==> src/rtl/dpArbPkg.sv <==
package dpArbPkg;
  typedef struct packed {
    logic lWr;
    logic rWr;
    logic lRd;
    logic rRd;
  } memStrobes_t;
endpackage

==> src/rtl/dpArbCtrl.sv <==
module dpArbCtrl
  import dpArbPkg::*;
#(
  parameter int ADDR_W = 4
) (
  input  logic              clk,
  input  logic              rstN,
  input  logic              masterMode,
  input  logic              lEn,
  input  logic              lWe,
  input  logic [ADDR_W-1:0] lAddr,
  input  logic              rEn,
  input  logic              rWe,
  input  logic [ADDR_W-1:0] rAddr,
  input  logic              busyLInN,
  input  logic              busyRInN,
  output memStrobes_t       strobes,
  output logic              busyLOutN,
  output logic              busyROutN
);
  // history of the previous cycle, used for holder priority
  logic              prevLEn, prevREn, prevWinR;
  logic [ADDR_W-1:0] prevLAddr, prevRAddr;

  logic collide, lHeld, rHeld, rightWins;
  logic lBusy, rBusy, lInhibit, rInhibit;

  always_comb begin
    collide   = lEn & rEn & (lAddr == rAddr);
    lHeld     = prevLEn & (prevLAddr == lAddr);
    rHeld     = prevREn & (prevRAddr == rAddr);
    // right wins only as sole holder, or as holder that won last time
    rightWins = rHeld & (~lHeld | prevWinR);
    lBusy     = masterMode & collide & rightWins;
    rBusy     = masterMode & collide & ~rightWins;
    lInhibit  = masterMode ? lBusy : ~busyLInN;
    rInhibit  = masterMode ? rBusy : ~busyRInN;
  end

  always_comb begin
    strobes.lWr = lEn & lWe & ~lInhibit;
    strobes.rWr = rEn & rWe & ~rInhibit;
    strobes.lRd = lEn;
    strobes.rRd = rEn;
    busyLOutN   = ~lBusy;
    busyROutN   = ~rBusy;
  end

  always_ff @(posedge clk or negedge rstN) begin
    if (!rstN) begin
      prevLEn   <= 1'b0;
      prevREn   <= 1'b0;
      prevLAddr <= '0;
      prevRAddr <= '0;
      prevWinR  <= 1'b0;
    end else begin
      prevLEn   <= lEn;
      prevREn   <= rEn;
      prevLAddr <= lAddr;
      prevRAddr <= rAddr;
      prevWinR  <= masterMode & collide & rightWins;
    end
  end

  // never both ports stalled
  p_single_loser_r2: assert property (@(posedge clk) disable iff (!rstN)
    !(!busyLOutN && !busyROutN));
  // a stalled port never produces a write strobe
  p_gate_left_r3: assert property (@(posedge clk) disable iff (!rstN)
    !busyLOutN |-> !strobes.lWr);
  p_gate_right_r3: assert property (@(posedge clk) disable iff (!rstN)
    !busyROutN |-> !strobes.rWr);
  // a continuing collision keeps its winner
  p_hold_winner_r5: assert property (@(posedge clk) disable iff (!rstN)
    (masterMode && $past(masterMode) && lEn && rEn && lAddr == rAddr &&
     $past(lEn && rEn && lAddr == rAddr) && $stable(lAddr) && $stable(rAddr))
    |-> (busyROutN == $past(busyROutN)));
  // slave never drives busy
  p_slave_quiet_r7: assert property (@(posedge clk) disable iff (!rstN)
    !masterMode |-> (busyLOutN && busyROutN));
  // slave inhibit input blocks writes
  p_slave_inhibit_r8: assert property (@(posedge clk) disable iff (!rstN)
    (!masterMode && !busyLInN) |-> !strobes.lWr);
endmodule

==> src/rtl/dpArbMem.sv <==
module dpArbMem
  import dpArbPkg::*;
#(
  parameter int ADDR_W = 4,
  parameter int DATA_W = 8
) (
  input  logic              clk,
  input  logic              rstN,
  input  memStrobes_t       strobes,
  input  logic [ADDR_W-1:0] lAddr,
  input  logic [DATA_W-1:0] lWdata,
  input  logic [ADDR_W-1:0] rAddr,
  input  logic [DATA_W-1:0] rWdata,
  output logic [DATA_W-1:0] lRdata,
  output logic [DATA_W-1:0] rRdata
);
  localparam int DEPTH = 1 << ADDR_W;

  logic [DATA_W-1:0] words [DEPTH];

  for (genvar i = 0; i < DEPTH; i++) begin : g_word
    logic lHit, rHit;
    assign lHit = strobes.lWr && (lAddr == ADDR_W'(i));
    assign rHit = strobes.rWr && (rAddr == ADDR_W'(i));
    always_ff @(posedge clk or negedge rstN) begin
      if (!rstN)     words[i] <= '0;
      else if (lHit) words[i] <= lWdata;   // left takes precedence
      else if (rHit) words[i] <= rWdata;
    end
  end

  always_ff @(posedge clk or negedge rstN) begin
    if (!rstN) begin
      lRdata <= '0;
      rRdata <= '0;
    end else begin
      if (strobes.lRd) lRdata <= words[lAddr];
      if (strobes.rRd) rRdata <= words[rAddr];
    end
  end

  // read data holds while its port is idle
  p_left_hold_r12: assert property (@(posedge clk) disable iff (!rstN)
    !$past(strobes.lRd) |-> $stable(lRdata));
  p_right_hold_r12: assert property (@(posedge clk) disable iff (!rstN)
    !$past(strobes.rRd) |-> $stable(rRdata));
endmodule

==> src/rtl/dual_port_arbiter.sv <==
module dual_port_arbiter
  import dpArbPkg::*;
#(
  parameter int ADDR_W = 4,
  parameter int DATA_W = 8
) (
  input  logic              clk,
  input  logic              rstN,
  input  logic              masterMode,
  input  logic              lEn,
  input  logic              lWe,
  input  logic [ADDR_W-1:0] lAddr,
  input  logic [DATA_W-1:0] lWdata,
  output logic [DATA_W-1:0] lRdata,
  input  logic              rEn,
  input  logic              rWe,
  input  logic [ADDR_W-1:0] rAddr,
  input  logic [DATA_W-1:0] rWdata,
  output logic [DATA_W-1:0] rRdata,
  input  logic              busyLInN,
  input  logic              busyRInN,
  output logic              busyLOutN,
  output logic              busyROutN
);
  memStrobes_t strobes;

  dpArbCtrl #(.ADDR_W(ADDR_W)) u_ctrl (
    .clk(clk), .rstN(rstN), .masterMode(masterMode),
    .lEn(lEn), .lWe(lWe), .lAddr(lAddr),
    .rEn(rEn), .rWe(rWe), .rAddr(rAddr),
    .busyLInN(busyLInN), .busyRInN(busyRInN),
    .strobes(strobes), .busyLOutN(busyLOutN), .busyROutN(busyROutN)
  );

  dpArbMem #(.ADDR_W(ADDR_W), .DATA_W(DATA_W)) u_mem (
    .clk(clk), .rstN(rstN), .strobes(strobes),
    .lAddr(lAddr), .lWdata(lWdata), .rAddr(rAddr), .rWdata(rWdata),
    .lRdata(lRdata), .rRdata(rRdata)
  );
endmodule

==> config.mk <==
export PLATFORM = sky130hd
export DESIGN_NAME = dual_port_arbiter
export DESIGN_NICKNAME = d
export VERILOG_FILES = /design/src/rtl/dpArbPkg.sv /design/src/rtl/dpArbCtrl.sv /design/src/rtl/dpArbMem.sv /design/src/rtl/dual_port_arbiter.sv
export SDC_FILE = /design/constraint.sdc
export NUM_CORES = 1
export LEC_CHECK = 0
export ABC_AREA = 0
export BUFFER_PORTS_ARGS = -buffer_cell sky130_fd_sc_hd__buf_2
export CAP_MARGIN = 40
export CORE_ASPECT_RATIO = 0.8
export CORE_UTILIZATION = 50
export CTS_CLUSTER_SIZE = 30
export DETAILED_ROUTE_END_ITERATION = 12
export HOLD_SLACK_MARGIN = 0.08
export PLACE_DENSITY = 0.78
export SLEW_MARGIN = 20
export SYNTH_ARGS = -nofsm -noshare
export SYNTH_HDL_FRONTEND = slang
export SYNTH_HIERARCHICAL = 1
export SYNTH_SLANG_ARGS = --single-unit
==> constraint.sdc <==
create_clock -name clk -period 4.25 [get_ports clk]
set_input_delay 0.85 -clock clk [delete_from_list [all_inputs] [get_ports clk]]
set_output_delay 0.85 -clock clk [all_outputs]
set_load 0.05 [all_outputs]
Word-level counts from Yosys, hierarchy flattened

Index checks and enable logic that the tools add are counted.

Register bits: 155
Input port bits: 33
Word-level logic and storage cells: 171

Magnitude comparators: 2
Equal/unequal tests: 33
Multiplexer cells: 40
Bitwise logic cells: 23
Reduce and logical (&&, ||, !) cells: 50

Operators with widths:

| operator           | number |
|---|---|
| $mux 8             | 36 |
| $bmux 8 s4         | 2 |
| $eq 4x4->1 const B | 16 |
| $eq 4x3->1 const B | 8 |
| $logic_and 1x1->1  | 32 |
| $reduce_bool 2->1  | 16 |
| $eq 4x2->1 const B | 4 |
| $and 1x1->1        | 12 |
| $eq 4x4->1         | 3 |
| $ge 5x5->1 const B | 2 |
| $not 4->5          | 2 |
| $eq 4x1->1 const B | 2 |
| $logic_not 4->1    | 2 |
| $not 1->1          | 8 |
| $mux 1             | 2 |
| $or 1x1->1         | 1 |

Depth between registers and ports, before layout

Depth in word-level cells: 13
Mapped depth: 10
Gate-level depth less buffers: 9

By module

The synthesis kept the hierarchy.

Modules (own cells, without submodules):

| module    | times used | cells each | area an instance (sq um) |
|---|---|---|---|
| dpArbMem  | 1          | 894        | 8798.4 |
| dpArbCtrl | 1          | 42         | 489.2 |

Worst setup path after synthesis

Ideal clock, no wire load.

Kind: input to register
From: input port lAddr[2]
To: register u_mem/words[112] (netlist bit)
Library setup time: 0.083 ns
Data arrival time: 3.081 ns
Required time: 4.167 ns
Setup slack: 1.086 ns
Cell stages on the path: 10
Path buffers: 1
Cells stage by stage: inv_1 > a222oi_1 > or4b_1 > and3_4 > nor2_2 > or3b_2 > nor3b_2 > buf_2 > nand2_1 > o21ai_0

RTL lines:

| item                            | line                    | source |
|---|---|---|
| from (decl)                     | dual_port_arbiter.sv:12 | `input logic [ADDR_W-1:0] lAddr,` |
| to (signal, indexed assignment) | dpArbMem.sv:27          | `else if (lHit) words[i] <= lWdata;` |
| to (signal, indexed assignment) | dpArbMem.sv:28          | `else if (rHit) words[i] <= rWdata;` |
| to (decl)                       | dpArbMem.sv:19          | `logic [DATA_W-1:0] words [DEPTH];` |

Final worst setup path

From: input port lAddr[1]
To: output port busyLOutN

Word-level cells in the longest chain between the ends: 7
Elaborated cells on any way between the ends: 10
Those cells by class: eq/ne: 2; bitwise: 8

Ends and longest elaborated chain:

| item             | line                    | source |
|---|---|---|
| $eq 4x4->1       | dpArbCtrl.sv:30         | `lHeld = prevLEn & (prevLAddr == lAddr);` |
| $and 1x1->1      | dpArbCtrl.sv:30         |  |
| $not 1->1        | dpArbCtrl.sv:33         | `rightWins = rHeld & (~lHeld \| prevWinR);` |
| $or 1x1->1       | dpArbCtrl.sv:33         |  |
| $and 1x1->1      | dpArbCtrl.sv:33         |  |
| $and 1x1->1 *    | dpArbCtrl.sv:34         | `lBusy = masterMode & collide & rightWins;` |
| via u_ctrl.lBusy | dpArbCtrl.sv:26         | `logic lBusy, rBusy, lInhibit, rInhibit;` |
| $not 1->1 *      | dpArbCtrl.sv:45         | `busyLOutN = ~lBusy;` |
| to (decl)        | dual_port_arbiter.sv:22 | `output logic busyLOutN,` |

The timed path passes the listed nets; every way through them passes the cells marked *.

==> flow_metrics.tcl <==
set metrics [dict create \
    critPathArrivalTime_ps 2530 \
    synthArstFlopShare_pct 100 \
    netlist_area_um2 9290 \
    drive_gt1_share_pct 14.7 \
    crit_top_cell "buf_2" \
    cp.required_ps 3400 \
    yosysMostFrequentCell "mux2i_1" \
    dieWidth_um 154 \
    rr_worst_depth 10 \
    insertion_delay_ps 440 \
    grt.total_usage_pct 28.8 \
    period_share_pct 79.4 \
    hpwlAfterDp_um 17900 \
    clk_path_buf_depth 2 \
    setup-tns-final_ps 0 \
    diodes 0 \
    cts_resized 0 \
    die_area_um2 19100 \
    grt_pass1_vias 7362 \
    crit_type "input port to output port" \
    ys.flop_type "dfrtp_1" \
    hold_viol_final 0 \
    grt_max_degree 65 \
    yosysTopAreaCell "dfrtp_1" \
    grt-ovfl-total 0 \
    cp-start-kind "input port" \
    synth_fp_nets 969 \
    pre_cts_ws_ps 523 \
    skew_ps 10.5 \
    worst_slew_margin_rel_pct 44.9 \
    numPortBuffers 50 \
    numCtsBuffers 17 \
    cpPeakStageDelay_ps 560 \
    core-area_um2 18200 \
    drt_wl_total_um 26400 \
    netlist_top_cells_area "dfrtp_1 42%, mux2i_1 24%, nor2_1 5.3%" \
    hold_path_class "input port to asynchronous set/reset pin" \
    p_leak_nw 4.44 \
    drt_first_pass_iters 5 \
    layout-area-overhead-vs-synth_pct 10.4 \
    start_util_pct 51.1 \
    finish.net_count 977 \
    drt-wirelength-per-cell_um 22.2 \
    cts.sinks 155 \
    route.detailed.drc 0 \
    avgSynthCellArea_um2 9.92 \
    synth_top_cell_area_share_pct 41.8 \
    ys_seq_area_share_pct 41.8 \
    pin_count 51 \
    fin_ws_ps 874 \
    num_vias 7565 \
    worstReg2RegEnd "u_mem/words[102]" \
    netlist_instances 936 \
    r2r_start "u_ctrl/prevLAddr[1]" \
    final-seq-area_um2 3880 \
    drt_iter0_drc 822 \
    holdBufCountCts 0 \
    min_period_ps 3380 \
    ir_drop_mv 0.289 \
    crit_fanout 24 \
    crit_chain "buf_2 -> o22ai_1 -> or4b_1 -> and3_4 -> inv_1 -> buf_2" \
    fillers 1570 \
    worstMarginPinSlew_ps 826 \
    drt-vias-per-instance 6.37 \
    power.density_nw_per_um2 496 \
    drv_slew 0 \
    clockRootBuffer "clkbuf_16" \
    clock.fmax_mhz 296 \
    r2r_slack_ps 1300 \
    crit_path_end_kind "output port" \
    multiInputGateArea_um2 5020 \
    synth_common_cells "224 x mux2i_1, 155 x dfrtp_1, 131 x nor2_1" \
    chipHeight_um 124 \
    worst_path_max_delay_cell "or4b_1" \
    cts_tree "built" \
    place.gp.congestion 0.929 \
    htreeDepth 4 \
    cts_setup_buffers 0 \
    antenna_found_initial 0 \
    ys_ff_latch 155 \
    synth-edff-count 0 \
    rsz0062_at_grt "false" \
    cap_viol_max_count 0 \
    setup_viol 0 \
    ys_types 48 \
    status "completed" \
    yosysWarningCount 6 \
    clkSlewWorstSetupHoldPaths_ps 60 \
    grt_pass1_wl_um 41000 \
    rows 44 \
    final_antenna_net_count 0 \
]
## routing by layer
| layer | part of all wire (%) | GRT usage, % | vias to the layer above |
|---|---|---|---|
| met5 | 0 | 0 | - |
| met1 | 43 | 39.0 | 3673 |
| met4 | 3.8 | 14.4 | 0 |
| met3 | 8.3 | 5.95 | 84 |
| li1 | - | - | 3384 |
| met2 | 45 | 44.6 | 424 |
## layout make-up
| cell class | count | area share, % |
|---|---|---|
| tap | 230 | 2.81 |
| multi-input combinational | 699 | 49.0 |
| inverter | 5 | 0.183 |
| clock buffer | 19 | 4.32 |
| timing repair buffer | 66 | 3.79 |
| clock inverter | 13 | 2.09 |
| sequential | 155 | 37.8 |
## layout by cell type, fill, tap and decap left out, types with 4 or more instances in the layout
cell type  synthesis  final
dfrtp_1          155    155
o21ai_0           36     36
mux4_2            16     16
clkbuf_16          0     17
nor2_1           131    131
or3b_2             4      4
nand2_1           56     56
inv_1              5      5
mux2i_1          224    224
buf_2             15     49
a221oi_1           8      8
a31oi_1           16     16
nor2_4             5      5
nor2_2             5      5
a2bb2oi_1          8      8
bufinv_16          0      5
xor2_1             7      7
o22ai_1           33     33
o21ai_1            4      4
buf_4             11     15
nand3_1            9      9
a21oi_1           97     97
## worst max-delay path by stage
| stage | endpoint | slack [ps] | startpoint | depth (start not counted) |
|---|---|---|---|---|
| floorplan | u_mem/words[112] | 1090 | lAddr[2] | 10 |
| global placement | u_mem/words[101] | 580 | lAddr[1] | 9 |
| detailed placement | u_mem/words[102] | 520 | lAddr[1] | 10 |
| CTS | busyLOutN | 900 | lAddr[1] | 6 |
| global route | u_mem/words[102] | 750 | lAddr[1] | 10 |
| finish | busyLOutN | 870 | lAddr[1] | 6 |
## flip-flops by register name, summed over array words and instances, names as in the netlist
| name | count |
|---|---|
| u_mem/rRdata | 8 |
| u_mem/lRdata | 8 |
| u_ctrl/prevRAddr | 4 |
| u_mem/words | 128 |
| u_ctrl/prevWinR | 1 |
| u_ctrl/prevREn | 1 |
| u_ctrl/prevLEn | 1 |
| u_ctrl/prevLAddr | 4 |
## worst max-delay path: cells and delay by family
family          cells  cell delay [ps]
simple gates        2              760
compound gates      1              170
buf+inv             3              740
## kinds of logic after synthesis
family                    share of synthesized area [%]
AOI/OAI and AO/OA                                  12.5
xor gates and xnor gates                          0.849
buffers and inverters                              4.16
DFF                                                41.8
muxes                                              28.0
and+or+nand+nor                                    12.7
## per-stage QoR
stage / utilization [%] / hold slack [ps] / power, mW / instances / instance area (µm²)
floorplan: - / 535 / 2.99 / 936 / 9290
global route: 56.4 / 429 / 5.31 / 1187 / 10300
detailed placement: 52.7 / 529 / 3.36 / 1154 / 9580
finish: 56.4 / 398 / 5.09 / 1187 / 10300
CTS: 56.3 / 418 / 5.07 / 1186 / 10200
global placement: 52.7 / 523 / 3.30 / 1153 / 9570
## where the power goes
part / switching, mW / internal [mW] / total, mW
registers: 0.352 / 1.85 / 2.21
logic: 0.633 / 0.536 / 1.17
clock network: 0.647 / 1.06 / 1.71
total: 1.63 / 3.45 / 5.09
Note: power is estimated with default switching activity, not from simulation.
